[src/rtl/grst_pkg.sv]
package grst_pkg;

    localparam int STAT_W   = 32;
    localparam int NUM_PAIR = 4;

    // Status bit positions; software decodes these fields.
    localparam int B_PTSN  = 0;
    localparam int B_ERRM  = 2;
    localparam int B_PANIC = 3;
    localparam int B_SECV  = 4;
    localparam int B_SWR   = 11;
    localparam int B_STEST = 12;
    localparam int B_WDT1  = 14;
    localparam int B_WDT3  = 15;
    localparam int B_WDT5  = 17;
    localparam int B_WDT2  = 20;
    localparam int B_WDT4  = 21;
    localparam int B_WDT6  = 23;

    localparam logic [STAT_W-1:0] VALID_MASK = 32'h01F7_D81D;

    // Control register, least significant field last.
    typedef struct packed {
        logic [1:0] wdt6_en;
        logic [1:0] wdt5_en;
        logic [1:0] wdt4_en;
        logic [1:0] wdt3_en;
        logic       wdt2_en;
        logic       wdt1_en;
        logic       stest_en;
        logic       secv_en;
        logic       panic_en;
        logic       errm_en;
        logic       ptsn_en;
        logic       sw_trig;
        logic       sw_en;
    } grst_ctrl_t;

    localparam int CTRL_W = $bits(grst_ctrl_t);

    typedef enum logic {
        SEL_CTRL  = 1'b0,
        SEL_ACCUM = 1'b1
    } grst_sel_e;

    typedef struct packed {
        logic              fire;
        logic [STAT_W-1:0] cause;
    } grst_evt_t;

    // Pair index 0..3 covers watchdogs 3, 4, 5, 6.
    function automatic logic [2*NUM_PAIR-1:0] pair_enables(grst_ctrl_t c);
        return {c.wdt6_en, c.wdt5_en, c.wdt4_en, c.wdt3_en};
    endfunction

    function automatic int pair_base(int g);
        case (g)
            0:       return B_WDT3;
            1:       return B_WDT4;
            2:       return B_WDT5;
            default: return B_WDT6;
        endcase
    endfunction

endpackage

[src/rtl/grst_src_gate.sv]
module grst_src_gate
    import grst_pkg::*;
(
    input  grst_ctrl_t                ctrl,
    input  logic                      ptsn,
    input  logic                      errm,
    input  logic                      panic,
    input  logic                      secv,
    input  logic                      stest,
    input  logic                      wdt1,
    input  logic                      wdt2,
    input  logic [2*NUM_PAIR-1:0]     pair_req,
    output logic [STAT_W-1:0]         req
);

    logic [2*NUM_PAIR-1:0] pair_en;
    assign pair_en = pair_enables(ctrl);

    always_comb begin
        req          = '0;
        req[B_PTSN]  = ptsn  & ctrl.ptsn_en;
        req[B_ERRM]  = errm  & ctrl.errm_en;
        req[B_PANIC] = panic & ctrl.panic_en;
        req[B_SECV]  = secv  & ctrl.secv_en;
        req[B_SWR]   = ctrl.sw_trig & ctrl.sw_en;
        req[B_STEST] = stest & ctrl.stest_en;
        req[B_WDT1]  = wdt1  & ctrl.wdt1_en;
        req[B_WDT2]  = wdt2  & ctrl.wdt2_en;
        for (int g = 0; g < NUM_PAIR; g++) begin
            req[pair_base(g) +: 2] = pair_req[2*g +: 2] & pair_en[2*g +: 2];
        end
    end

endmodule

[src/rtl/grst_first_pick.sv]
module grst_first_pick #(
    parameter int W = 32
) (
    input  logic [W-1:0] req,
    output logic [W-1:0] pick,
    output logic         any
);

    logic [W:0] seen;
    assign seen[0] = 1'b0;

    generate
        for (genvar i = 0; i < W; i++) begin : g_chain
            assign seen[i+1] = seen[i] | req[i];
            assign pick[i]   = req[i] & ~seen[i];
        end
    endgenerate

    assign any = seen[W];

endmodule

[src/rtl/grst_pulse_gen.sv]
module grst_pulse_gen #(
    parameter int PULSE_CYCLES = 32
) (
    input  logic clk,
    input  logic rst,
    input  logic start,
    output logic busy
);

    localparam int CW = $clog2(PULSE_CYCLES + 1);
    localparam logic [CW-1:0] LOAD = CW'(PULSE_CYCLES);

    logic [CW-1:0] cnt;

    always_ff @(posedge clk) begin
        if (rst) begin
            cnt <= '0;
        end else if (start) begin
            cnt <= LOAD;
        end else if (cnt != '0) begin
            cnt <= cnt - 1'b1;
        end
    end

    assign busy = (cnt != '0);

    AST_CNT_BOUND: assert property (@(posedge clk) disable iff (rst)
        cnt <= LOAD);

    AST_START_IDLE: assert property (@(posedge clk) disable iff (rst)
        start |-> !busy);

    AST_PULSE_HOLD: assert property (@(posedge clk) disable iff (rst)
        (busy && cnt != 1) |=> busy);

endmodule

[src/rtl/grst_status_regs.sv]
module grst_status_regs
    import grst_pkg::*;
(
    input  logic              clk,
    input  logic              rst,
    input  grst_evt_t         evt,
    input  logic              clr_we,
    input  logic [STAT_W-1:0] clr_mask,
    output logic [STAT_W-1:0] last_q,
    output logic [STAT_W-1:0] accum_q
);

    logic [STAT_W-1:0] add_bits;
    logic [STAT_W-1:0] kept_bits;

    assign add_bits  = evt.fire ? evt.cause : '0;
    assign kept_bits = clr_we ? (accum_q & clr_mask) : accum_q;

    always_ff @(posedge clk) begin
        if (rst) begin
            last_q  <= '0;
            accum_q <= '0;
        end else begin
            if (evt.fire) begin
                last_q <= evt.cause;
            end
            accum_q <= kept_bits | add_bits;
        end
    end

    AST_LAST_ONEHOT: assert property (@(posedge clk) disable iff (rst)
        $onehot0(last_q));

    AST_RESERVED_ZERO: assert property (@(posedge clk) disable iff (rst)
        ((accum_q | last_q) & ~VALID_MASK) == '0);

    AST_ACCUM_STICKY: assert property (@(posedge clk) disable iff (rst)
        !clr_we |=> ((accum_q & $past(accum_q)) == $past(accum_q)));

    AST_LAST_IN_ACCUM: assert property (@(posedge clk) disable iff (rst)
        evt.fire |=> ((accum_q & last_q) == last_q));

endmodule

[src/rtl/grst_recorder.sv]
module grst_recorder
    import grst_pkg::*;
#(
    parameter int PULSE_CYCLES = 32
) (
    input  logic        clk,
    input  logic        por,
    input  logic        wr_en,
    input  logic        wr_sel,
    input  logic [31:0] wr_data,
    input  logic        ptsn_req,
    input  logic        errm_req,
    input  logic        panic_req,
    input  logic        secv_req,
    input  logic        stest_fail,
    input  logic        wdt1_req,
    input  logic        wdt2_req,
    input  logic [1:0]  wdt3_req,
    input  logic [1:0]  wdt4_req,
    input  logic [1:0]  wdt5_req,
    input  logic [1:0]  wdt6_req,
    output logic [31:0] ctrl_q,
    output logic        sys_rst_n,
    output logic [31:0] last_cause,
    output logic [31:0] accum_cause
);

    grst_sel_e             sel;
    grst_ctrl_t            ctrl_r;
    grst_ctrl_t            ctrl_wr;
    logic                  ctrl_we;
    logic                  accum_we;
    logic [STAT_W-1:0]     req;
    logic [STAT_W-1:0]     pick;
    logic                  any_req;
    logic                  busy;
    logic                  start;
    grst_evt_t             evt;
    logic [2*NUM_PAIR-1:0] pair_req;

    assign sel      = grst_sel_e'(wr_sel);
    assign ctrl_we  = wr_en && (sel == SEL_CTRL);
    assign accum_we = wr_en && (sel == SEL_ACCUM);
    assign pair_req = {wdt6_req, wdt5_req, wdt4_req, wdt3_req};

    // Trigger is only accepted when the stored enable is already set.
    always_comb begin
        ctrl_wr         = grst_ctrl_t'(wr_data[CTRL_W-1:0]);
        ctrl_wr.sw_trig = wr_data[1] & ctrl_r.sw_en;
    end

    always_ff @(posedge clk) begin
        if (por) begin
            ctrl_r <= '0;
        end else begin
            if (ctrl_we) begin
                ctrl_r <= ctrl_wr;
            end
            if (start) begin
                ctrl_r.sw_trig <= 1'b0;
            end
        end
    end

    grst_src_gate u_gate (
        .ctrl     (ctrl_r),
        .ptsn     (ptsn_req),
        .errm     (errm_req),
        .panic    (panic_req),
        .secv     (secv_req),
        .stest    (stest_fail),
        .wdt1     (wdt1_req),
        .wdt2     (wdt2_req),
        .pair_req (pair_req),
        .req      (req)
    );

    grst_first_pick #(.W(STAT_W)) u_pick (
        .req  (req),
        .pick (pick),
        .any  (any_req)
    );

    assign start = any_req & ~busy;

    grst_pulse_gen #(.PULSE_CYCLES(PULSE_CYCLES)) u_pulse (
        .clk   (clk),
        .rst   (por),
        .start (start),
        .busy  (busy)
    );

    assign evt.fire  = start;
    assign evt.cause = pick;

    grst_status_regs u_stat (
        .clk      (clk),
        .rst      (por),
        .evt      (evt),
        .clr_we   (accum_we),
        .clr_mask (wr_data),
        .last_q   (last_cause),
        .accum_q  (accum_cause)
    );

    assign sys_rst_n = ~busy;
    assign ctrl_q    = {{(32-CTRL_W){1'b0}}, ctrl_r};

    AST_PULSE_START: assert property (@(posedge clk) disable iff (por)
        start |=> !sys_rst_n);

    AST_TRIG_GATED: assert property (@(posedge clk) disable iff (por)
        $rose(ctrl_r.sw_trig) |-> $past(ctrl_r.sw_en));

    AST_TRIG_SELFCLR: assert property (@(posedge clk) disable iff (por)
        start |=> !ctrl_r.sw_trig);

    AST_BUSY_IGNORE: assert property (@(posedge clk) disable iff (por)
        busy |=> $stable(last_cause));

endmodule

[config.mk]
export PLATFORM = sky130hd
export DESIGN_NAME = grst_recorder
export DESIGN_NICKNAME = d
export VERILOG_FILES = /design/src/rtl/grst_pkg.sv /design/src/rtl/grst_src_gate.sv /design/src/rtl/grst_first_pick.sv /design/src/rtl/grst_pulse_gen.sv /design/src/rtl/grst_status_regs.sv /design/src/rtl/grst_recorder.sv
export SDC_FILE = /design/constraint.sdc
export NUM_CORES = 1
export LEC_CHECK = 0
export BUFFER_PORTS_ARGS = -buffer_cell sky130_fd_sc_hd__buf_2
export CORE_AREA = 2 2 117 119
export CTS_BUF_LIST = sky130_fd_sc_hd__clkbuf_4
export DETAILED_ROUTE_END_ITERATION = 10
export DIE_AREA = 0 0 119 121
export PLACE_DENSITY = 0.57
export RECOVER_POWER = 25
export SLEW_MARGIN = 20
export SYNTH_ARGS = -nofsm -noshare
export SYNTH_HDL_FRONTEND = slang
export SYNTH_HIERARCHICAL = 1
export SYNTH_SLANG_ARGS = --single-unit
[constraint.sdc]
create_clock -name clk -period 4.5 [get_ports clk]
set_input_delay 0.45 -clock clk [delete_from_list [all_inputs] [get_ports clk]]
set_output_delay 0.45 -clock clk [all_outputs]
set_load 0.05 [all_outputs]
# Word level (Yosys, flattened, before mapping)
# Index checks and enable logic that the tools add are counted.
# totals
register_bits	71
elab_cells	90
# op_classes
mux	4
n_addsub	1
bitwise	63
reduce_logical	5
# op_table
op	n
AND 32 bit	1
2-to-1 mux 32 bit	1
bitwise OR 32 bit	1
AND 1 bit	25
2-to-1 mux 25 bit	1
NOT 1 bit	17
bitwise OR 1 bit	15
2-to-1 mux 6 bit	2
AND 2 bit	4
nonzero test 6 bit	1
subtractor 6 x 1 -> 6 bit (second input constant)	1
logical AND 1 bit	2
nonzero test 2 bit	1
OR reduction 2 bit	1

# Logic depth before layout (Yosys ltp)
# depth
depth_word	19
ltp_mapped	10
depth_no_buf	8

# By module
# Netlist, hierarchy kept.
# modules_own_cells
module	area_per_inst_um2	cells_per_inst	n_inst
grst_status_regs	2627.5	276	1
grst_recorder	832.0	95	1
grst_first_pick	462.9	76	1
grst_pulse_gen	327.8	33	1
grst_src_gate	224.0	33	1

# Worst setup path before layout
# No wires, ideal clock.
# synth_path
path_type	reg-to-reg
from	reg ctrl_r, in the netlist ctrl_q[2]
to	reg u_stat.last_q[16]
path_slack_ps	1963
n_path_buf	2
arrival_time_ps	2471
stages_incl_launch_ff	10
synth_period_minus_slack_ps	2537
setup_time_ps	66
cell_sequence	dfxtp_1 -> and2_1 -> nor4_4 -> nand3b_2 -> or4_1 -> nor2b_1 -> buf_6 -> buf_6 -> nand2b_1 -> a21oi_2
# synth_between
elab_chain_len	17
elab_cells_between_ends	19
cone_classes	bitwise (19)
# synth_lines
item	line_no	text
from (decl)	grst_recorder.sv:29	grst_ctrl_t ctrl_r;
from (signal assigned)	grst_recorder.sv:57	ctrl_r <= ctrl_wr;
AND 1 bit	grst_src_gate.sv:21	req[B_PTSN] = ptsn & ctrl.ptsn_en;
net req[0]	grst_recorder.sv:33	logic [STAT_W-1:0] req;
bitwise OR 1 bit (15 in series)	grst_first_pick.sv:14	assign seen[i+1] = seen[i] | req[i];
net any_req	grst_recorder.sv:35	logic any_req;
AND 1 bit	grst_recorder.sv:84	assign start = any_req & ~busy;
net start	grst_recorder.sv:37	logic start;
to (signal assigned)	grst_status_regs.sv:25	last_q <= evt.cause;
to (decl)	grst_status_regs.sv:9	output logic [STAT_W-1:0] last_q,
# The timed path passes the listed nets, and every way through them passes these cells.
# A chain may end at the register's enable or synchronous reset.

# Worst setup path after layout
# layout_path
from	reg ctrl_r, in the netlist ctrl_q[0]
to	reg u_pulse.cnt[5]
# layout_between
elab_chain_len	15
elab_cells_between_ends	16
cone_classes	mux (1); bitwise (14); reduce/logical (1)
# layout_lines
item	line_no	text
AND 1 bit (*)	grst_src_gate.sv:25	req[B_SWR] = ctrl.sw_trig & ctrl.sw_en;
net req[11]	grst_recorder.sv:33	
bitwise OR 1 bit (*) (12 in series)	grst_first_pick.sv:14	
net any_req	grst_recorder.sv:35	
AND 1 bit (*)	grst_recorder.sv:84	
net start	grst_recorder.sv:37	
2-to-1 mux 6 bit or nonzero test 2 bit (tied branches)	n/a	
to (signal assigned)	grst_pulse_gen.sv:21	cnt <= cnt - 1'b1;
to (decl)	grst_pulse_gen.sv:13	logic [CW-1:0] cnt;
# The timed path passes the listed nets; every way through them passes the cells marked *.

==> run_results.csv <==
group,metric,value,unit
detailed_routing,vias,3732,
power,p_sw,791,µW
clocking,clkLatencyLatePin,460,ps
placed_design,portBuffers,132,
die,rows,42,
final_layout,layout_commonest_cell,"buf_2",
global_route,grt_busiest_layer,"met2",
synth,synth_area,4470,µm²
global_route,grt_pass1_vias,3515,
timing,period_share,0.629,
global_route,grt_use_met2,0.275,
timing,fin_crit,2830,ps
outcome,violations,"max-capacitance violations, max-slew violations",
synth,ys_seq_area_frac,0.389,
global_route,met3_usage,0.0367,
power,p_sw_frac,0.364,
timing,setup_ws,1670,ps
die,initial_core_util,0.342,
worst_setup_path,cp-start-kind,"flop",
worst_setup_path,critPathCaptureType,"flop",
outcome,status,"finished, violations left",
power,power_frac_comb,0.360,
synth,yosys.area.top_type,"dfxtp_1",
clocking,cts.sinks,87,
clocking,htreeDepth,3,
worst_setup_path,cp.arrival,3090,ps
worst_hold_path,min_path_type,"in2reg",
placed_design,hpwl,8020,µm
die,die_x,119,µm
global_route,grt_start_max_net_pins,95,
synth,avgSynthCellArea,8.72,µm²
detailed_routing,wl,11200,µm
power,powerDensity,422,nW/µm²
placed_design,dp_slack,1530,ps
clocking,post_cts_buffers,0,
timing,rsz0062_at_grt,"no",
clocking,clkTransAtPathRegs,140,ps
synth,synth_flop_cell,"dfxtp_1",
clocking,postCtsHoldBufs,0,
synth,ys_types,46,
timing,final_max_slew_viol_count,95,
timing,timing.setup.tns,0,ps
synth,synth_area_leaders,"dfxtp_1, nand2b_1, buf_4",
global_route,overflow,0,
die,fp.coreArea,13100,µm²
worst_setup_path,path_class,"reg2reg",
synth,ys_seq_elements,87,
clocking,cts_resized,0,
synth,netlist_instances,513,
power,seqPwrFrac,0.394,
global_route,grt_use_total,0.155,
worst_setup_path,crit_fanout,47,
timing,fmax,0.353,GHz
die,die_h,121,µm
synth,async_flop_share,0,
clocking,cts_tree,"yes",
clocking,clockBufferDepth,2,
synth,synth_top_area_frac,0.389,
timing,maxSlewHeadroom,-0.192,
detailed_routing,vias_per_cell,4.62,
power,peakVddDrop,0.000201,V
global_route,grtUsageMet1,0.178,
detailed_routing,ant_nets,0,
power,leakagePower,2.17,nW
timing,clock_skew,18.7,ps
detailed_routing,post_drt_wl_per_cell,13.8,µm
die,dieArea,14400,µm²
power,clockPowerShare,0.246,
final_layout,drive_gt1_frac,0.281,
synth,synth_edf_count,0,
detailed_routing,dr.pass1.iters,4,
final_layout,areaGrowthSynthToFinish,15.2,%
detailed_routing,drt_iter0_drc,210,
clocking,cts-buffers-inserted,9,
power,intPower,1.38,mW
timing,hold_viol,0,
final_layout,nets,681,
final_layout,final_cell_mix,"buf_2, dfxtp_1, nand2b_1, nand2_1, a21oi_1",
synth,synth_warnings,6,
timing,setup_viol,0,
timing,worstMarginPinSlew,1790,ps
clocking,cts-root-buf,"clkbuf_4",
global_route,antenna_found_initial,0,
placed_design,gp_congestion,0.758,
detailed_routing,post-route-drc-count,0,
die,io_pins,148,
worst_setup_path,cp.required,4760,ps
global_route,grt_pass1_wl,17500,µm
flow_run,max_cap_violations,1,
[cells in the mapped netlist, types with 2 or more instances]
master,count
buf_2,3
nor4_1,16
a21oi_1,37
nor4b_1,3
or4_1,2
nand2b_4,4
nand2b_1,63
and2_1,17
buf_4,38
xnor2_1,3
nor3b_1,4
buf_6,10
nand4b_1,2
nand2_1,60
nor3_2,2
nand3_1,5
and2b_1,31
clkbuf_1,8
inv_1,9
dfxtp_1,87
nor2b_1,5
conb_1,2
ha_1,2
o22ai_2,2
nor2_1,6
a21oi_2,14
nand3b_1,4
o22ai_1,30
nor3_1,17
nand2_2,11
[routing by layer]
layer | share of wire | vias up
met2 | 0.50 | 93
met5 | 0 | -
met4 | 0.017 | 0
met3 | 0.051 | 13
li1 | - | 1904
met1 | 0.43 | 1722
[power by group through the flow]
stage	clock (mW)	sequential, mW	combinational (mW)
6_report	0.535	0.856	0.784
4_1_cts	0.558	0.855	0.793
2_1_floorplan	0	0.936	0.685
3_3_place_gp	0	0.869	0.767
5_1_grt	0.593	0.864	0.843
3_5_place_dp	0	0.872	0.790
[registers in the layout, summed over array words and instances (netlist names)]
| name | flops |
|---|---|
| ctrl_q | 17 |
| u_pulse/cnt | 6 |
| u_stat/accum_q | 32 |
| u_stat/last_q | 32 |
[cell families after synthesis]
kind of cell             synth area share
AO/OA/AOI/OAI                       0.124
XOR/XNOR                          0.00587
adder cells (fa/ha/maj)           0.00559
buffers and inverters               0.115
flip-flops                          0.389
other                             0.00168
AND/OR/NAND/NOR                     0.359
[cell type report]
cell class | instances | area (µm²)
antenna | 1 | 2.50
clock buffer | 9 | 67.6
clock inverter | 5 | 98.8
fill | 1388 | 7930
inverter | 10 | 37.5
multi-input combinational | 384 | 2310
sequential | 87 | 1740
tap | 176 | 220
timing repair buffer | 136 | 674
[final timing paths]
path                                              from                           to  slack [ps]  depth (start not counted)
worst min-delay path                        wr_data[8]       ctrl_q[8]$_SDFFE_PP0P_         210                          3
worst min register to register  ctrl_q[4]$_SDFFE_PP0P_       ctrl_q[4]$_SDFFE_PP0P_         470                          2
worst max register to register  ctrl_q[0]$_SDFFE_PP0P_  u_pulse/cnt[5]$_SDFFE_PP0P_        1670                          9
worst max-delay path            ctrl_q[0]$_SDFFE_PP0P_  u_pulse/cnt[5]$_SDFFE_PP0P_        1670                          9
[worst max-delay path, cell delays in order, from the launching register on]
cell      delay, ps
dfxtp_1         360
and2_1          200
nor4_1          350
nand4b_1        200
buf_4           220
or4_1           510
nor2b_4         210
buf_4           300
a21oi_1         200
a21oi_1          90
[through the flow]
stage,instance area [µm²],hold slack [ps],std cells,power (mW),util
3_5_place_dp,5030,459,793,1.66,0.384
5_1_grt,5150,170,807,2.30,0.394
2_1_floorplan,4580,465,542,1.62,-
6_report,5150,210,808,2.17,0.394
3_3_place_gp,5030,452,793,1.64,0.384
4_1_cts,5190,158,807,2.21,0.397
No activity file was read; power rests on OpenSTA's default activity.
